[src/rtl/sectick_pkg.sv]
package sectick_pkg;
   // Settings indices; software drivers decode this order.
   typedef enum logic [2:0] {
      IDX_SEC   = 3'd0,
      IDX_TICK  = 3'd1,
      IDX_MODE  = 3'd2,
      IDX_IMM   = 3'd3,
      IDX_TPS   = 3'd4,
      IDX_LINK  = 3'd5
   } cfg_idx_e;

   localparam int MODE_EDGE_BIT = 0;
   localparam int MODE_SRC_BIT  = 1;
   localparam int NUM_PINS      = 2;

   typedef struct packed {
      logic use_link;
      logic on_rise;
   } pps_mode_t;
endpackage

[src/rtl/sectick_pps_detect.sv]
module sectick_pps_detect
   import sectick_pkg::*;
#(
   parameter int SYNC_STAGES = 2
) (
   input  logic                clk,
   input  logic                rst,
   input  logic [NUM_PINS-1:0] pins,
   input  pps_mode_t           mode,
   output logic                edge_evt
);
   if (SYNC_STAGES < 2) begin : g_bad_stages
      $error("SYNC_STAGES must be at least 2");
   end

   logic [NUM_PINS-1:0] synced;

   for (genvar g = 0; g < NUM_PINS; g++) begin : g_pin
      logic [SYNC_STAGES-1:0] chain;
      always_ff @(posedge clk) begin
         if (rst) chain <= '0;
         else     chain <= {chain[SYNC_STAGES-2:0], pins[g]};
      end
      assign synced[g] = chain[SYNC_STAGES-1];
   end

   logic sel_now, sel_prev;
   assign sel_now = mode.use_link ? synced[1] : synced[0];

   always_ff @(posedge clk) begin
      if (rst) sel_prev <= 1'b0;
      else     sel_prev <= sel_now;
   end

   always_comb begin
      if (mode.on_rise) edge_evt = sel_now & ~sel_prev;
      else              edge_evt = ~sel_now & sel_prev;
   end
endmodule

[src/rtl/sectick_cfg_regs.sv]
module sectick_cfg_regs
   import sectick_pkg::*;
#(
   parameter int          DATA_W  = 32,
   parameter int          SEC_W   = 32,
   parameter int          TICK_W  = 32,
   parameter logic [TICK_W-1:0] RST_TPS = TICK_W'(100_000_000)
) (
   input  logic              clk,
   input  logic              rst,
   input  logic              we,
   input  logic [2:0]        idx,
   input  logic [DATA_W-1:0] wdata,
   output logic              sec_wr,
   output logic [SEC_W-1:0]  sec_val,
   output logic [TICK_W-1:0] tick_val,
   output logic              imm,
   output logic [TICK_W-1:0] tps,
   output pps_mode_t         mode
);
   assign sec_wr  = we && (idx == IDX_SEC);
   assign sec_val = wdata[SEC_W-1:0];

   always_ff @(posedge clk) begin
      if (rst) begin
         tick_val <= '0;
         imm      <= 1'b0;
         tps      <= RST_TPS;
         mode     <= '0;
      end else if (we) begin
         case (idx)
            IDX_TICK: tick_val <= wdata[TICK_W-1:0];
            IDX_MODE: begin
               mode.on_rise  <= wdata[MODE_EDGE_BIT];
               mode.use_link <= wdata[MODE_SRC_BIT];
            end
            IDX_IMM:  imm <= wdata[0];
            IDX_TPS:  tps <= wdata[TICK_W-1:0];
            default: ;
         endcase
      end
   end
endmodule

[src/rtl/sectick_time_core.sv]
module sectick_time_core #(
   parameter int SEC_W  = 32,
   parameter int TICK_W = 32
) (
   input  logic              clk,
   input  logic              rst,
   input  logic              sec_wr,
   input  logic [SEC_W-1:0]  sec_val,
   input  logic [TICK_W-1:0] tick_val,
   input  logic              imm,
   input  logic [TICK_W-1:0] tps,
   input  logic              pps_evt,
   output logic [SEC_W-1:0]  now_sec,
   output logic [TICK_W-1:0] now_ticks,
   output logic [SEC_W-1:0]  cap_sec,
   output logic [TICK_W-1:0] cap_ticks,
   output logic              armed
);
   logic [SEC_W-1:0]  pend_sec;
   logic [TICK_W-1:0] pend_ticks;
   logic              tick_last;

   always_comb begin
      if (tps == '0) tick_last = &now_ticks;
      else           tick_last = (now_ticks >= tps - 1'b1);
   end

   always_ff @(posedge clk) begin
      if (rst) begin
         now_sec    <= '0;
         now_ticks  <= '0;
         cap_sec    <= '0;
         cap_ticks  <= '0;
         pend_sec   <= '0;
         pend_ticks <= '0;
         armed      <= 1'b0;
      end else begin
         if (sec_wr && imm) begin
            now_sec   <= sec_val;
            now_ticks <= tick_val;
         end else if (pps_evt && armed) begin
            now_sec   <= pend_sec;
            now_ticks <= pend_ticks;
         end else if (tick_last) begin
            now_sec   <= now_sec + 1'b1;
            now_ticks <= '0;
         end else begin
            now_ticks <= now_ticks + 1'b1;
         end

         if (sec_wr) begin
            pend_sec   <= sec_val;
            pend_ticks <= tick_val;
            armed      <= ~imm;
         end else if (pps_evt) begin
            armed      <= 1'b0;
         end

         if (pps_evt) begin
            cap_sec   <= now_sec;
            cap_ticks <= now_ticks;
         end
      end
   end
endmodule

[src/rtl/sectick_timekeeper.sv]
module sectick_timekeeper
   import sectick_pkg::*;
#(
   parameter int SEC_W       = 32,
   parameter int TICK_W      = 32,
   parameter int SYNC_STAGES = 2,
   parameter logic [TICK_W-1:0] RST_TPS = TICK_W'(100_000_000)
) (
   input  logic        clk,
   input  logic        rst,
   input  logic        cfg_we,
   input  logic [2:0]  cfg_idx,
   input  logic [31:0] cfg_wdata,
   input  logic        pps_conn,
   input  logic        pps_link,
   input  logic [3:0]  rb_addr,
   output logic [31:0] rb_data
);
   localparam int DATA_W = 32;

   if (SEC_W < 1 || SEC_W > DATA_W) begin : g_bad_sec
      $error("SEC_W must be 1..32");
   end
   if (TICK_W < 2 || TICK_W > DATA_W) begin : g_bad_tick
      $error("TICK_W must be 2..32");
   end

   logic              sec_wr_w, imm_w, pps_evt_w, armed_w;
   logic [SEC_W-1:0]  sec_val_w, now_sec_w, cap_sec_w;
   logic [TICK_W-1:0] tick_val_w, tps_w, now_ticks_w, cap_ticks_w;
   pps_mode_t         mode_w;

   sectick_cfg_regs #(
      .DATA_W(DATA_W), .SEC_W(SEC_W), .TICK_W(TICK_W), .RST_TPS(RST_TPS)
   ) cfg_i (
      .clk(clk), .rst(rst), .we(cfg_we), .idx(cfg_idx), .wdata(cfg_wdata),
      .sec_wr(sec_wr_w), .sec_val(sec_val_w), .tick_val(tick_val_w),
      .imm(imm_w), .tps(tps_w), .mode(mode_w)
   );

   sectick_pps_detect #(.SYNC_STAGES(SYNC_STAGES)) pps_i (
      .clk(clk), .rst(rst), .pins({pps_link, pps_conn}),
      .mode(mode_w), .edge_evt(pps_evt_w)
   );

   sectick_time_core #(.SEC_W(SEC_W), .TICK_W(TICK_W)) core_i (
      .clk(clk), .rst(rst), .sec_wr(sec_wr_w), .sec_val(sec_val_w),
      .tick_val(tick_val_w), .imm(imm_w), .tps(tps_w), .pps_evt(pps_evt_w),
      .now_sec(now_sec_w), .now_ticks(now_ticks_w),
      .cap_sec(cap_sec_w), .cap_ticks(cap_ticks_w), .armed(armed_w)
   );

   always_comb begin
      case (rb_addr[3:2])
         2'd0:    rb_data = DATA_W'(now_sec_w);
         2'd1:    rb_data = DATA_W'(now_ticks_w);
         2'd2:    rb_data = DATA_W'(cap_sec_w);
         default: rb_data = DATA_W'(cap_ticks_w);
      endcase
   end
endmodule


[config.mk]
export PLATFORM = sky130hd
export DESIGN_NAME = sectick_timekeeper
export DESIGN_NICKNAME = d
export VERILOG_FILES = /design/src/rtl/sectick_pkg.sv /design/src/rtl/sectick_pps_detect.sv /design/src/rtl/sectick_cfg_regs.sv /design/src/rtl/sectick_time_core.sv /design/src/rtl/sectick_timekeeper.sv
export SDC_FILE = /design/constraint.sdc
export NUM_CORES = 1
export LEC_CHECK = 0
export ABC_AREA = 0
export CAP_MARGIN = 10
export CORE_MARGIN = 2
export CORE_UTILIZATION = 55
export CTS_BUF_LIST = sky130_fd_sc_hd__clkbuf_16
export CTS_CLUSTER_SIZE = 10
export DETAILED_ROUTE_END_ITERATION = 10
export DONT_BUFFER_PORTS = 1
export HOLD_SLACK_MARGIN = 0.06
export PLACE_DENSITY = 0.7
export SLEW_MARGIN = 20
export SYNTH_ARGS = -nofsm -noshare
export SYNTH_HDL_FRONTEND = slang
export SYNTH_SLANG_ARGS = --single-unit
[constraint.sdc]
create_clock -name clk -period 8.42 [get_ports clk]
set_input_delay 0.842 -clock clk [delete_from_list [all_inputs] [get_ports clk]]
set_output_delay 0.842 -clock clk [all_outputs]
set_load 0.01 [all_outputs]
**Yosys cells after proc, flatten, opt, wreduce, memory -nomap -nowiden**

Index checks and enable logic that the tools add are counted.

- Output and inout port bits: 32
- ROM bits: 0
- Memories: 0
- Latch bits: 0
- Logic and storage cells: 55
- Register bits: 265
- Memory bits (writable): 0
- Input bits: 44

- Eq/ne operators: 6
- Bitwise operators: 5
- $mul: 0
- $lt $le $gt $ge: 1
- Divide/modulo/power cells: 0
- Mux-type cells: 12
- Add/sub/neg operators: 3
- Shifts and indexed selects: 0
- Reduce and logical (&&, ||, !) cells: 13

Operators by type and width:

| cell | number |
|---|---|
| $mux W32 | 6 |
| $pmux W32 S3 | 1 |
| $add A32 B1 Y32 const B | 2 |
| $ge A32 B32 Y1 | 1 |
| $logic_not A32 Y1 | 1 |
| $reduce_and A32 Y1 | 1 |
| $sub A32 B1 Y32 const B | 1 |
| $reduce_and A2 Y1 | 4 |
| $eq A3 B2 Y1 const B | 2 |
| $mux W1 | 5 |
| $eq A3 B1 Y1 const B | 1 |
| $eq A3 B3 Y1 const B | 1 |
| $logic_and A1 B1 Y1 | 3 |
| $logic_not A3 Y1 | 1 |
| $not A1 Y1 | 3 |
| $reduce_bool A3 Y1 | 1 |
| $and A1 B1 Y1 | 2 |
| $eq A2 B1 Y1 const B | 1 |
| $eq A2 B2 Y1 const B | 1 |
| $logic_not A2 Y1 | 1 |
| $reduce_bool A2 Y1 | 1 |

**Depth between registers and ports, before layout**

Gate-level depths: netlist (run 1).

- Depth in word-level cells: 7
- Gate-level depth with buffers: 19
- Mapped depth without buffers: 16

**Modules after synthesis**

From an unflattened synthesis (run 1), not the netlist that was laid out.

- Cells, all modules: 1486
- Area total of the unflattened synthesis: 14009.7 µm²

Modules (own cells, without submodules):

| module | area an instance (µm²) | cells an instance | instances | seq. area each (µm²) |
|---|---|---|---|---|
| sectick_time_core | 9920.8 | 1129 | 1 | 3863.7 |
| sectick_cfg_regs | 3113.0 | 304 | 1 | 1341.3 |
| sectick_timekeeper | 814.5 | 39 | 1 | 0.0 |
| sectick_pps_detect | 161.4 | 14 | 1 | 100.1 |

**Least setup slack after synthesis (run 1)**

Ideal clock, no wire load.

- Kind: register to register
- From: register cfg_i.tps[8]
- To: register core_i.now_sec[19]
- Clock period less this slack: 4176 ps
- Required time: 8303 ps
- Data arrival time: 4059 ps
- Cell stages (with the launch flop): 18
- Slack: 4244 ps
- Cell sequence: dfxtp_1 > clkbuf_1 > or4_1 > nor2_2 > nand4_1 > or2_2 > nor4_1 > xnor2_1 > ha_1 > nand4_1 > nor4_1 > a211oi_1 > o21ai_0 > a311o_1 > or2_2 > buf_2 > a31o_2 > a32o_1

- Cells in the longest elaborated chain, start to end: 4
- Elaborated cells between the ends (all ways): 5

RTL lines:

| what | line | text |
|---|---|---|
| start: declaration | sectick_cfg_regs.sv:18 | `output logic [TICK_W-1:0] tps,` |
| start signal: assignment | sectick_cfg_regs.sv:38 | `IDX_TPS: tps <= wdata[TICK_W-1:0];` |
| $sub A32 B1 Y32 | sectick_time_core.sv:25 | `else tick_last = (now_ticks >= tps - 1'b1);` |
| $ge A32 B32 Y1 | sectick_time_core.sv:25 |  |
| $mux W1 (*) | sectick_time_core.sv:24 | `if (tps == '0) tick_last = &now_ticks;` |
| $reduce_bool A3 Y1 (no source line) (*) | -- |  |
| end signal: assignment | sectick_time_core.sv:39 | `now_sec <= sec_val;` |
| end signal: assignment | sectick_time_core.sv:42 | `now_sec <= pend_sec;` |
| end signal: assignment | sectick_time_core.sv:45 | `now_sec <= now_sec + 1'b1;` |
| end: declaration | sectick_time_core.sv:13 | `output logic [SEC_W-1:0] now_sec,` |

Every way passes the cells marked *; elsewhere a longest branch is shown, timed or not.
A chain may end at the register's enable or synchronous reset.

**Final worst setup path (run 1)**

- From: register cfg_i.tps[5]
- To: register core_i.now_sec[5]

The elaborated chain is that of the path after synthesis.

==> results.json, run 1 <==
{
  "grt_start_max_net_pins": 257,
  "clockRootBuffer": "clkbuf_16",
  "worstSetupPathType": "reg -> reg",
  "cp-end-kind": "flip-flop",
  "yosysTopAreaCell": "dfxtp_1",
  "layout_min_cycle_time_ns": 5.53,
  "synth_fp_nets": 1733,
  "path_max_fanout": 51,
  "rsz0062_at_grt": "no",
  "synth_edf_count": 0,
  "start_util": 0.561,
  "grt_usage": 0.295,
  "fin_util": 0.596,
  "crit_start": "cfg_i.tps[5]",
  "ios": 76,
  "clkLatencyLatePin_ns": 0.56,
  "synth_seq_area_share": 0.403,
  "cp_data_required_time_ns": 8.86,
  "worst_slew_pin_slew_ns": 0.909,
  "vias": 11600,
  "synth_top_family_by_area": "simple AND/OR/NAND/NOR gates",
  "wire_per_inst_um": 19.6,
  "r2r-end": "core_i.now_sec[5]",
  "maxSlewHeadroom": 0.392,
  "dp_hpwl_mm": 22.4,
  "worstSetupEndpoint": "core_i.now_sec[5]",
  "ys_warn_count": 0,
  "h-tree-depth": 1,
  "area_growth_pct": 6.26,
  "grt_pass1_vias": 10700,
  "antenna_left": 0,
  "reg2reg_depth": 15,
  "die-area_sq_mm": 0.0252,
  "finalCritPeriodShare": 0.656,
  "antenna_found_initial": 0,
  "r2r_setup_slack_ns": 2.89,
  "viasPerCell": 6.10,
  "outcome": "completed",
  "yosysUniqueCellTypes": 67,
  "hold_path_startpoint": "rst",
  "yosysTopAreaCellShare": 0.403,
  "syn_area_sq_mm": 0.0132,
  "drtIter0Drc": 1128,
  "fin_nets": 1653,
  "synthCells": 1653,
  "peakVddDrop_uv": 147,
  "die_y_um": 159,
  "cap_violations": 0,
  "synthMuxAreaShare": 0.0697,
  "clkTransAtPathRegs_ns": 0.06,
  "timing.rr.start": "cfg_i.tps[5]",
  "critPathArrivalTime_ns": 5.97,
  "whs_ns": 0.357,
  "post-cts-setup-buffer-count": 0,
  "grt_pass1_wl_mm": 58.6,
  "drive_above_1_share": 0.0673,
  "cts_buffers": 30,
  "synth-compound-area-share": 0.158,
  "drtPass1Iterations": 5,
  "async_flop_share": 0,
  "power_uw": 2500,
  "p_per_area_mw_per_mm2": 179,
  "ys_seq_elements": 265,
  "start_kind": "flip-flop",
  "hold_buffers": 0,
  "hp-class": "in -> reg",
  "portBuffers": 0,
  "synthAdderAreaFrac": 0.0342,
  "cts_resized": 0,
  "num_rows": 56,
  "syn_area_per_cell_sq_um": 7.96,
  "setup_violations": 0,
  "slew_violations": 0,
  "fin_worst_skew_ns": 0.0123,
  "p_leak_uw": 0.00483,
  "coreArea_sq_mm": 0.0235,
  "cts_buffer_depth": 3,
  "synth.area.top_cells": "dfxtp_1 (40%), nand2_1 (13%), a21oi_1 (7.8%), mux4_2 (5.5%), nor2_1 (3.5%)",
  "n_antenna_cell": 0,
  "max_freq_ghz": 0.181,
  "wl_mm": 37.2,
  "cts_tree": "built",
  "hold_viol": 0,
  "synth_simple_gate_area_frac": 0.254,
  "clock-sinks": 265,
  "synth_flop_cell": "dfxtp_1",
  "drc": 0,
  "synth_xor_area_frac": 0.0413,
  "fin_setup_tns_ns": 0,
  "place_congestion": 0.900,
  "globalRouteOverflowTotal": 0,
  "die_w_um": 159
}
-- how the worst min path moves through the flow --
stage / to / slack, ns / cells after the start
floorplan: pps_i.g_pin[0].chain[1] / 0.41 / 1
global placement: pps_i.g_pin[0].chain[1] / 0.42 / 1
detailed placement: pps_i.g_pin[0].chain[1] / 0.43 / 1
CTS: core_i.cap_sec[31] / 0.35 / 1
global route: core_i.cap_sec[31] / 0.36 / 1
finish: core_i.cap_sec[31] / 0.36 / 1
-- cell usage after synthesis (3+ instances only) --
master	n
nand2_1	458
nand2b_1	6
a311oi_1	11
dfxtp_1	265
a211oi_1	6
buf_2	5
nor2b_1	7
or3_1	3
nand3_1	30
a221oi_1	32
nor4_1	11
and3_1	14
o21bai_1	3
nand3b_1	15
xnor2_1	40
nor2_1	122
and2_1	6
or4_1	4
o31ai_1	13
xor2_1	22
a31oi_1	17
mux4_2	32
o21a_1	3
nor3_1	54
a21oi_1	204
mux2i_1	16
a32o_1	3
and4_1	9
or2_2	5
ha_1	36
nand4_1	14
buf_1	18
clkbuf_1	98
a2111oi_2	3
buf_6	3
o21ai_0	20
inv_1	7
-- area by class of cell --
class                           count  area, sq um
Clock buffer                       31          776
Fill cell                        2122         9490
Sequential cell                   265         5310
Multi-Input combinational cell   1256         7360
Inverter                            7         26.3
Timing Repair Buffer               13         97.6
Clock inverter                      4         15.0
Tap cell                          319          399
-- layout by cell type (no fill, tap or decap), types with 3 or more instances in the layout --
master,synthesis,routed
nand4_1,14,14
a2111oi_2,3,3
and4_1,9,9
nand3b_1,15,15
a221oi_1,32,32
inv_1,7,10
xor2_1,22,22
and2_1,6,5
nor2_1,122,121
a21oi_1,204,204
nor4_1,11,11
nand2b_1,6,6
nand3_1,30,30
nor2b_1,7,7
mux4_2,32,32
and3_1,14,13
mux2i_1,16,14
clkbuf_16,0,31
nor3_1,54,54
xnor2_1,40,40
nand2_2,0,3
or4_1,4,4
a32o_1,3,3
a31oi_1,17,17
o31ai_1,13,13
o21a_1,3,3
or2_2,5,5
nand2_1,458,455
o21bai_1,3,3
ha_1,36,36
o21ai_0,20,20
buf_4,1,13
or3_1,3,3
dfxtp_1,265,265
a211oi_1,6,6
a311oi_1,11,11
-- report_power, final --
| group | switching, uW | total [uW] | internal, uW |
|---|---|---|---|
| clock network | 487 | 1130 | 640 |
| registers | 15.8 | 1290 | 1270 |
| logic | 53.2 | 91.3 | 38.1 |
-- flip-flops by register name, indices dropped and copies added, names as in the netlist --
| signal | count |
|---|---|
| core_i.pend_ticks | 32 |
| pps_i.sel_prev | 1 |
| core_i.now_sec | 32 |
| core_i.cap_sec | 32 |
| core_i.pend_sec | 32 |
| core_i.armed | 1 |
| cfg_i.tick_val | 32 |
| pps_i.g_pin.chain | 4 |
| core_i.cap_ticks | 32 |
| core_i.now_ticks | 32 |
| cfg_i.tps | 32 |
| cfg_i.mode | 2 |
| cfg_i.imm | 1 |
-- critical path, cell delays in order (launching register included) --
cell	delay, ns
dfxtp_1	0.35
nor3_1	0.72
and3_1	0.45
nand3_1	0.24
or3_1	0.44
xor2_1	0.15
ha_1	0.29
nand4_1	0.16
nor4_1	0.10
a211oi_1	0.23
o21ai_0	0.11
a311o_1	0.37
o21ai_4	0.67
buf_4	0.68
o21bai_1	0.16
a32o_1	0.27
-- through the flow --
| stage | setup WS [ns] | cell area, sq um | instances |
|---|---|---|---|
| floorplan | 4.24 | 13200 | 1653 |
| global placement | 2.99 | 13200 | 1860 |
| detailed placement | 2.93 | 13200 | 1860 |
| CTS | 2.93 | 14000 | 1895 |
| global route | 2.47 | 14000 | 1895 |
| finish | 2.89 | 14000 | 1895 |
-- kinds of logic after synthesis --
| group | Yosys count |
|---|---|
| AO/OA/AOI/OAI | 338 |
| AND/OR/NAND/NOR | 769 |
| XOR/XNOR | 62 |
| buffers and inverters | 132 |
| adder cells (fa/ha/maj) | 36 |
| flip-flops | 265 |
| multiplexers | 51 |
-- layer usage --
layer,up-vias,global-route usage,wire length [um]
met4,0,0.0639,648
li1,5576,-,-
met1,5525,0.393,16100
met2,398,0.511,17800
met3,66,0.0408,2700
met5,-,0,0
(Power assumes the default switching activity.)
==> inputs of run 2 (changes only) <==
--- a/config.mk
+++ b/config.mk
@@ -5,7 +5,7 @@
 export SDC_FILE = /design/constraint.sdc
 export NUM_CORES = 1
 export LEC_CHECK = 0
-export ABC_AREA = 0
+export ABC_AREA = 1
 export CAP_MARGIN = 10
 export CORE_MARGIN = 2
 export CORE_UTILIZATION = 55
@@ -14,7 +14,7 @@
 export DETAILED_ROUTE_END_ITERATION = 10
 export DONT_BUFFER_PORTS = 1
 export HOLD_SLACK_MARGIN = 0.06
-export PLACE_DENSITY = 0.7
+export PLACE_DENSITY = 0.73
 export SLEW_MARGIN = 20
 export SYNTH_ARGS = -nofsm -noshare
 export SYNTH_HDL_FRONTEND = slang
==> constraint.sdc (replaced) <==
create_clock -name clk -period 4.5 [get_ports clk]
set_input_delay 0.45 -clock clk [delete_from_list [all_inputs] [get_ports clk]]
set_output_delay 0.45 -clock clk [all_outputs]
set_load 0.01 [all_outputs]
==> results.json, run 2 <==
{
  "fin_nets": 2154,
  "maxSlewHeadroom": 0.244,
  "grt_usage": 0.346,
  "place_congestion": 0.969,
  "grt_start_max_net_pins": 171,
  "critPathArrivalTime_ns": 4.33,
  "globalRouteOverflowTotal": 0,
  "grt_pass1_wl_mm": 71.8,
  "start_kind": "flip-flop",
  "die-area_sq_mm": 0.0270,
  "drive_above_1_share": 0.0409,
  "hold_buffers": 23,
  "fin_worst_skew_ns": 0.00776,
  "ios": 76,
  "syn_area_sq_mm": 0.0141,
  "grt_pass1_vias": 12600,
  "yosysMostFrequentCell": "nand2_1",
  "cp-end-kind": "flip-flop",
  "synth.area.top_cells": "dfxtp_1 (38%), nand2_1 (11%), nor2_1 (8.8%), o21ai_0 (8.6%), a21oi_1 (8.5%)",
  "layout_min_cycle_time_ns": 3.84,
  "cap_violations": 0,
  "post-cts-setup-buffer-count": 0,
  "outcome": "completed",
  "synth_flop_cell": "dfxtp_1",
  "clkLatencyLatePin_ns": 0.56,
  "start_util": 0.562,
  "worst_slew_pin_slew_ns": 1.13,
  "worstSetupPathType": "reg -> reg",
  "yosysUniqueCellTypes": 33,
  "dp_hpwl_mm": 32.0,
  "coreArea_sq_mm": 0.0252,
  "drtIter0Drc": 1626,
  "synth_seq_area_share": 0.375,
  "hold_path_startpoint": "cfg_wdata[2]",
  "r2r_setup_slack_ns": 0.66,
  "finalCritPeriodShare": 0.854,
  "reg2reg_depth": 23,
  "area_growth_pct": 8.09,
  "pre_cts_slack_ns": 0.710,
  "timing.rr.start": "cfg_i.tps[0]",
  "ys_seq_elements": 265,
  "drtPass1Iterations": 6,
  "hp-class": "in -> reg",
  "cts_tree": "built",
  "setup_ws_ns": 0.659,
  "ys_top_cells_by_count": "nand2_1 (404), nor2_1 (331), dfxtp_1 (265)",
  "synth_edf_count": 0,
  "cp_data_required_time_ns": 4.99,
  "viasPerCell": 5.88,
  "rsz0062_at_grt": "no",
  "path_max_fanout": 38,
  "hold_viol": 0,
  "final_cell_mix": "nand2_1 (404), nor2_1 (327), dfxtp_1 (265), o21ai_0 (243), a21oi_1 (241)",
  "max_freq_ghz": 0.260,
  "yosysTopAreaCell": "dfxtp_1",
  "vias": 14200,
  "num-fill-cells": 2408,
  "holdPathEnd": "cfg_i.tick_val[2]",
  "setup_violations": 0,
  "cts_resized": 0,
  "min_path_cells": 2,
  "syn_area_per_cell_sq_um": 6.66,
  "synthCells": 2124,
  "antenna_found_initial": 2,
  "drc": 0,
  "clkTransAtPathRegs_ns": 0.06,
  "synth_fp_nets": 2204,
  "cts_buffers": 31,
  "p_leak_uw": 0.00644,
  "final_common_cell": "nand2_1",
  "yosysTopAreaCellShare": 0.375,
  "slew_violations": 0,
  "peakVddDrop_uv": 264,
  "h-tree-depth": 1,
  "cts_buffer_depth": 3,
  "p_per_area_mw_per_mm2": 336,
  "clockRootBuffer": "clkbuf_16",
  "clock-sinks": 265,
  "ys_warn_count": 0,
  "antenna_left": 0,
  "die_y_um": 164,
  "portBuffers": 0,
  "fin_setup_tns_ns": 0,
  "num_rows": 58,
  "async_flop_share": 0,
  "wl_mm": 47.4,
  "wire_per_inst_um": 19.7,
  "die_w_um": 164,
  "r2r-end": "core_i.now_sec[4]"
}
## run 2: critical path: stages, from the launching register on
cell,delay (ns)
dfxtp_1,0.31
inv_1,0.17
ha_1,0.26
nand2_2,0.12
nor2_4,0.18
nand2_2,0.11
nor4_4,0.18
nand3_1,0.19
nor2_1,0.16
xor2_1,0.20
inv_1,0.06
ha_1,0.27
nand2_1,0.05
nor2_1,0.12
nand2_1,0.08
nor2_1,0.12
nand2_1,0.06
o21bai_1,0.15
nand3_1,0.13
nand2_4,0.28
buf_12,0.29
nand3_1,0.09
nand2_1,0.07
nor2_1,0.12
## run 2: metal layers
layer,track usage,up-vias,routed length (um)
met5,0,-,0
met4,0.117,0,1660
li1,-,6857,-
met3,0.0667,87,4650
met2,0.533,622,20800
met1,0.485,6613,20300
## run 2: final cells by class
type                            count  area [sq um]  area share
Clock buffer                       31           776      0.0508
Multi-Input combinational cell   1555          7680       0.502
Tap cell                          330           413      0.0270
Timing Repair Buffer               39           388      0.0254
Sequential cell                   265          5310       0.347
Clock inverter                      7          31.3     0.00205
Antenna cell                        2          5.00    0.000327
Inverter                          182           688      0.0450
## run 2: stage by stage
stage	instances	hold WS, ns	util	cell area (sq um)	power, uW
2_1_floorplan	2124	0.388	-	14100	2880
3_3_place_gp	2348	0.391	0.565	14200	2980
3_5_place_dp	2348	0.396	0.565	14200	2990
4_1_cts	2409	0.0607	0.607	15300	5140
5_1_grt	2409	0.0736	0.607	15300	5290
6_report	2411	0.0576	0.607	15300	5130
## run 2: cells by family (layout without fill, tap and decap cells)
| group | after synthesis | count (layout) | synth area share |
|---|---|---|---|
| fa+ha+maj | 36 | 36 | 0.0319 |
| flops | 265 | 265 | 0.375 |
| xor+xnor | 62 | 62 | 0.0384 |
| buf+inv | 304 | 259 | 0.0847 |
| other cells | 0 | 2 | 0 |
| simple gates | 919 | 919 | 0.267 |
| compound gates | 538 | 538 | 0.203 |
## run 2: where the power goes
| group | switching (uW) | total, uW | leakage, uW | internal [uW] |
|---|---|---|---|---|
| clock | 944 | 2150 | 0.000407 | 1210 |
| combinational | 321 | 466 | 0.00387 | 145 |
| sequential | 68.9 | 2520 | 0.00216 | 2450 |
## run 2: worst max path at each step
stage,startpoint,to,slack [ns],cells after the start
2_1_floorplan,cfg_i.tps[0],core_i.now_sec[23],1.44,23
3_3_place_gp,cfg_i.tps[0],core_i.now_sec[10],0.79,21
5_1_grt,cfg_i.tps[0],core_i.now_ticks[13],0.26,22
3_5_place_dp,cfg_i.tps[0],core_i.now_sec[4],0.71,23
6_report,cfg_i.tps[0],core_i.now_sec[4],0.66,23
4_1_cts,cfg_i.tps[0],core_i.now_sec[4],0.67,23
